### src/rtl/spi_flag_pkg.sv
package spi_flag_pkg;
  localparam logic [1:0] ADR_CTRL = 2'd0;
  localparam logic [1:0] ADR_STAT = 2'd1;
  localparam logic [1:0] ADR_DATA = 2'd2;
  // control register bit positions
  localparam int CB_IEN  = 7;
  localparam int CB_MST  = 4;
  localparam int CB_SSOE = 1;
  // status register bit positions
  localparam int SB_DONE = 7;
  localparam int SB_COLL = 6;
  localparam int SB_FLT  = 4;
  // flag indices inside the core
  localparam int FL_DONE = 0;
  localparam int FL_COLL = 1;
  localparam int FL_FLT  = 2;
  localparam int NFLAG   = 3;
endpackage

### src/rtl/spi_flag_bit.sv
// One sticky status flag with a two-step clear: a status read that sees
// the flag set arms it, a later clearing access then drops it.
module spi_flag_bit (
  input  logic clk,
  input  logic rst_n,
  input  logic set_evt,
  input  logic stat_rd,
  input  logic clr_acc,
  output logic flag
);
  logic armed;

  always_ff @(posedge clk or negedge rst_n) begin
    if (!rst_n) begin
      flag  <= 1'b0;
      armed <= 1'b0;
    end else begin
      if (stat_rd)      armed <= flag;   // arms only if flag seen set
      else if (clr_acc) armed <= 1'b0;   // any clearing access disarms
      if (set_evt)                flag <= 1'b1;  // event wins
      else if (clr_acc && armed)  flag <= 1'b0;
    end
  end
endmodule

### src/rtl/spi_shift_engine.sv
// Byte shifter: sclk idle low, capture on rising, shift on falling.
module spi_shift_engine #(
  parameter int BITS     = 8,
  parameter int HALF_DIV = 2
) (
  input  logic            clk,
  input  logic            rst_n,
  input  logic            start,
  input  logic            abort,
  input  logic [BITS-1:0] tx_byte,
  input  logic            miso,
  output logic            busy,
  output logic            sclk,
  output logic            mosi,
  output logic            done,
  output logic [BITS-1:0] rx_byte
);
  localparam int EDGES = 2 * BITS;
  localparam int DW    = (HALF_DIV > 1) ? $clog2(HALF_DIV) : 1;
  localparam int EW    = $clog2(EDGES);

  logic [DW-1:0]   div_q;
  logic [EW-1:0]   edge_q;
  logic [BITS-1:0] sr_q;
  logic            tick;

  assign tick = busy && (div_q == DW'(HALF_DIV - 1));
  assign done = tick && (edge_q == EW'(EDGES - 1)) && !abort;
  assign mosi = sr_q[BITS-1];

  always_ff @(posedge clk or negedge rst_n) begin
    if (!rst_n) begin
      busy    <= 1'b0;
      sclk    <= 1'b0;
      div_q   <= '0;
      edge_q  <= '0;
      sr_q    <= '0;
      rx_byte <= '0;
    end else if (abort) begin
      busy   <= 1'b0;
      sclk   <= 1'b0;
      div_q  <= '0;
      edge_q <= '0;
    end else if (start && !busy) begin
      busy   <= 1'b1;
      sclk   <= 1'b0;
      sr_q   <= tx_byte;
      div_q  <= '0;
      edge_q <= '0;
    end else if (busy) begin
      if (tick) begin
        div_q  <= '0;
        sclk   <= ~sclk;
        edge_q <= edge_q + 1'b1;
        if (!sclk) rx_byte <= {rx_byte[BITS-2:0], miso};
        else       sr_q    <= {sr_q[BITS-2:0], 1'b0};
        if (edge_q == EW'(EDGES - 1)) busy <= 1'b0;
      end else begin
        div_q <= div_q + 1'b1;
      end
    end
  end
endmodule

### src/rtl/spi_flag_ctrl.sv
module spi_flag_ctrl
  import spi_flag_pkg::*;
#(
  parameter int SCLK_HALF = 2
) (
  input  logic       clk,
  input  logic       rst_n,
  input  logic [1:0] bus_addr,
  input  logic       bus_rd,
  input  logic       bus_wr,
  input  logic [7:0] bus_wdata,
  output logic [7:0] bus_rdata,
  input  logic       ss_dir,
  input  logic       ss_n_in,
  output logic       ss_n_out,
  output logic       sclk,
  output logic       mosi,
  input  logic       miso,
  output logic       irq
);
  logic ien_q, mst_q, ssoe_q;
  logic ctrl_wr_s, stat_rd_s, data_wr_s, data_acc_s;
  logic fault_s, start_s, busy_s, done_s;
  logic [7:0] rx_byte;
  logic [NFLAG-1:0] set_v, clr_v, flag_v;

  assign ctrl_wr_s  = bus_wr && (bus_addr == ADR_CTRL);
  assign stat_rd_s  = bus_rd && (bus_addr == ADR_STAT);
  assign data_wr_s  = bus_wr && (bus_addr == ADR_DATA);
  assign data_acc_s = (bus_rd || bus_wr) && (bus_addr == ADR_DATA);

  // fault only when master and the pin is an input
  assign fault_s = mst_q && !ss_dir && !ss_n_in;
  assign start_s = data_wr_s && mst_q && !busy_s && !fault_s;

  always_ff @(posedge clk or negedge rst_n) begin
    if (!rst_n) begin
      ien_q  <= 1'b0;
      mst_q  <= 1'b0;
      ssoe_q <= 1'b0;
    end else begin
      if (ctrl_wr_s) begin
        ien_q  <= bus_wdata[CB_IEN];
        mst_q  <= bus_wdata[CB_MST];
        ssoe_q <= bus_wdata[CB_SSOE];
      end
      if (fault_s) mst_q <= 1'b0;
    end
  end

  spi_shift_engine #(.BITS(8), .HALF_DIV(SCLK_HALF)) u_eng (
    .clk     (clk),
    .rst_n   (rst_n),
    .start   (start_s),
    .abort   (fault_s),
    .tx_byte (bus_wdata),
    .miso    (miso),
    .busy    (busy_s),
    .sclk    (sclk),
    .mosi    (mosi),
    .done    (done_s),
    .rx_byte (rx_byte)
  );

  assign set_v[FL_DONE] = done_s;
  assign set_v[FL_COLL] = data_wr_s && busy_s;
  assign set_v[FL_FLT]  = fault_s;
  assign clr_v[FL_DONE] = data_acc_s;
  assign clr_v[FL_COLL] = data_acc_s;
  assign clr_v[FL_FLT]  = ctrl_wr_s;

  for (genvar g = 0; g < NFLAG; g++) begin : g_flag
    spi_flag_bit u_flag (
      .clk     (clk),
      .rst_n   (rst_n),
      .set_evt (set_v[g]),
      .stat_rd (stat_rd_s),
      .clr_acc (clr_v[g]),
      .flag    (flag_v[g])
    );
  end

  assign irq      = flag_v[FL_DONE] && ien_q;
  assign ss_n_out = !(mst_q && ss_dir && ssoe_q && busy_s);

  always_comb begin
    bus_rdata = '0;
    if (bus_rd) begin
      case (bus_addr)
        ADR_CTRL: begin
          bus_rdata[CB_IEN]  = ien_q;
          bus_rdata[CB_MST]  = mst_q;
          bus_rdata[CB_SSOE] = ssoe_q;
        end
        ADR_STAT: begin
          bus_rdata[SB_DONE] = flag_v[FL_DONE];
          bus_rdata[SB_COLL] = flag_v[FL_COLL];
          bus_rdata[SB_FLT]  = flag_v[FL_FLT];
        end
        ADR_DATA: bus_rdata = rx_byte;
        default:  bus_rdata = '0;
      endcase
    end
  end
endmodule

### config.mk
export PLATFORM = sky130hd
export DESIGN_NAME = spi_flag_ctrl
export DESIGN_NICKNAME = d
export VERILOG_FILES = /design/src/rtl/spi_flag_pkg.sv /design/src/rtl/spi_flag_bit.sv /design/src/rtl/spi_shift_engine.sv /design/src/rtl/spi_flag_ctrl.sv
export SDC_FILE = /design/constraint.sdc
export NUM_CORES = 1
export LEC_CHECK = 0
export CAP_MARGIN = 20
export CORE_MARGIN = 5
export CORE_UTILIZATION = 52
export DETAILED_ROUTE_END_ITERATION = 8
export PLACE_DENSITY = 0.89
export SYNTH_ARGS = -nofsm -noshare
export SYNTH_HDL_FRONTEND = slang
export SYNTH_SLANG_ARGS = --single-unit
### constraint.sdc
create_clock -name clk -period 1.75 [get_ports clk]
set_input_delay 0.35 -clock clk [delete_from_list [all_inputs] [get_ports clk]]
set_output_delay 0.35 -clock clk [all_outputs]
set_load 0.1 [all_outputs]
==> run summary <==
Clock Path Buffers = 2
Cell Rows = 20
Post-synth ARST share = 100%
Arr. time, crit path = 1.45 ns
Layout area overhead = 45.1%
Top Ports = 29
share of cells above drive strength 1 = 41.3%
post-synthesis sequential area ratio = 48.9%
FF/Latch Area = 805 sq um
drt drc = 0
area of placed instances = 0.00224 sq mm
Initial Util = 54.1%
Die X = 66.1 microns
Synth Area in Simple Gates = 18.6%
startpoint types = register
CP startpoint = g_flag[2].u_flag.flag
status = finished, violations left
total power = 2930 uW
CTS tree = yes
IO buf count = 28
worst r2r path cells = 4
Worst R2R Start = mst_q
RSZ-0062 raised after global routing = true
total core area = 0.00303 sq mm
Syn Std Cell Area = 0.00164 sq mm
complex-gate fraction of the synthesized area = 15.8%
main combinational cell family by area after synthesis = simple AND/OR/NAND/NOR gates
post-synth cell types = 41
vias in the first global route = 1,488
Synth Area in Adders = 3.82%
via count = 1,400
setup ws final = -0.0497 ns
Pre-antenna DRT Iters = 4
Leak = 0.00103 uW
Final Setup Violations = 2
synthesized instance count = 146
pins over their slew limit = 0
wire per inst = 17.0 microns
r2r setup slk = 0.11 ns
top cell type's share of synthesized area = 48.9%
XOR/XNOR Fraction of Synth Area = 2.14%
endpoint type of the worst setup path = output port
CTS Buf Count = 5
Mapped Nets = 168
Final Skew = 0.00777 ns
Final min period = 1.80 ns
Post-synth EDFFs = 0
ant diodes = 0
pin count of the biggest net entering global routing = 33
DRT iter0 DRCs = 125
synth cell count leaders = dfrtp_1, nand2_1, mux2_2
max cap viols = 0
Cell Pwr Density = 1230 mW/mm^2
wire length of the first global-routing pass = 7.17 mm
# clock sinks = 32
H-tree levels = 2
cell area after layout = 0.00238 sq mm
Post-Place Cells = 230
violated checks = negative setup slack
post-synthesis mux area share = 6.88%
area of the multi-input gates = 831 sq um
Max Freq = 556 MHz
GRT overflow = 0
Total Routing Usage GR = 22.0%
FF+latch count, synth = 32
CTS Root Cell = clkbuf_4
Synth Warn # = 0
Worst Tran Pin Value = 0.464 ns
Hold Vio Cnt, Final = 0
crit path to = bus_rdata[4]
Final HPWL DP = 2.88 mm
Mapped Avg Cell Area = 11.2 sq um
Rel. slew slack = 69.0%
Synth area leaders = dfrtp_1, mux2_2, ha_1
Post-DRT Antenna Nets = 0
die area = 0.00437 sq mm
Max VDD drop = 0.984 mV
R2R Path End = u_eng.rx_byte[1]
fin crit share = 103%
Final Net Count = 222
WP data required = 1.40 ns
initial antenna violation count = 0
most common cell in the netlist = dfrtp_1
Synth Flop Type = dfrtp_1
area leader, netlist = dfrtp_1
RePlAce Congestion = 0.749
DRT Wirelength = 4.17 mm
worst-path fanout max = 2
final setup TNS = -0.0970 ns
HP Class = in -> async
vias per cell = 5.71
clk slew on worst S/H paths = 0.10 ns
Worst Path Class, Setup = reg -> out
worst skew pair latency = 0.33 ns
FILL cells = 179
Final Non-Filler Cells = 245
Die Span Y = 66.1 microns
## critical path, cell delays in order, from the launching register on
cell and delay (ns):
dfrtp_1 0.40, a222oi_1 0.33, buf_4 0.18, nor2_4 0.03, buf_12 0.16
## cell families (layout without fill, tap and decap cells)
logic type | after synthesis | count (layout)
buffers and inverters | 12 | 67
xor gates and xnor gates | 4 | 4
AOI/OAI and AO/OA | 31 | 31
muxes | 10 | 10
and+or+nand+nor | 52 | 52
DFF | 32 | 32
adders and majority gates | 5 | 5
## metal layers
| metal | global-route usage [%] | vias up | routed length, microns |
|---|---|---|---|
| met2 | 35.2 | 53 | 2100 |
| met1 | 28.0 | 688 | 1710 |
| li1 | - | 647 | - |
| met3 | 6.80 | 12 | 243 |
| met5 | 0 | - | 0 |
| met4 | 7.61 | 0 | 108 |
## metrics by stage
stage / utilization [%] / hold slack (ns) / setup slack (ns)
6_report: 78.5 / 0.415 / -0.0497
5_1_grt: 78.5 / 0.442 / -0.110
4_1_cts: 77.4 / 0.423 / -0.0604
3_5_place_dp: 74.1 / 0.489 / -0.504
3_3_place_gp: 74.1 / 0.484 / -0.432
2_1_floorplan: - / 0.0544 / -0.112
## registers in the layout (all words and copies together), names as in the netlist
register             flops
u_eng.rx_byte            8
u_eng.sr_q               8
u_eng.edge_q             4
g_flag.u_flag.armed      3
g_flag.u_flag.flag       3
ien_q                    1
mst_q                    1
ssoe_q                   1
u_eng.busy               1
u_eng.div_q              1
u_eng.sclk               1
## power breakdown
group | leakage [uW] | switching [uW] | internal [uW]
sequential | 0.000400 | 236 | 1020
combinational | 0.000595 | 647 | 584
clock | 0.0000315 | 247 | 197
## worst min path at each step
stage / start / to / depth (start not counted)
4_1_cts: rst_n / u_eng.rx_byte[2] / 2
3_5_place_dp: g_flag[0].u_flag.armed / g_flag[0].u_flag.armed / 1
3_3_place_gp: g_flag[1].u_flag.armed / g_flag[1].u_flag.armed / 1
5_1_grt: rst_n / u_eng.rx_byte[1] / 2
6_report: rst_n / g_flag[0].u_flag.flag / 2
2_1_floorplan: rst_n / g_flag[0].u_flag.armed / 0
## final cells by class
| class | instances | area share (%) |
|---|---|---|
| clock buffers | 7 | 2.32 |
| clock inverters | 1 | 0.316 |
| inverters | 4 | 0.632 |
| multi-input cells | 102 | 34.9 |
| flip-flops and latches | 32 | 33.8 |
| well taps | 44 | 2.32 |
| repair buffers | 55 | 25.6 |
## repair_timing
item | 4_1_cts | 5_1_grt
gates resized for setup | 17 | 4
hold buffers | 0 | 0
setup buffers | 4 | 3
pin swaps | 4 | 3
setup endpoints to repair | 22 | 4
## cell usage in the layout (no fill, tap or decap), types with 3 or more instances in the layout
cell type and n:
buf_4 27, mux2_2 9, dfrtp_1 29, nor3_1 3
and2_1 3, nor2_4 3, buf_12 13, dfrtp_2 3
nand3_1 6, clkdlybuf4s50_1 12, a21oi_1 3, clkbuf_4 5
o221a_1 4, nand2_1 11, or3_1 6, nor2_1 4
a31oi_1 3, xor2_1 3, and3_2 4, o21ai_0 5
No activity file was read; power rests on OpenSTA's default activity.
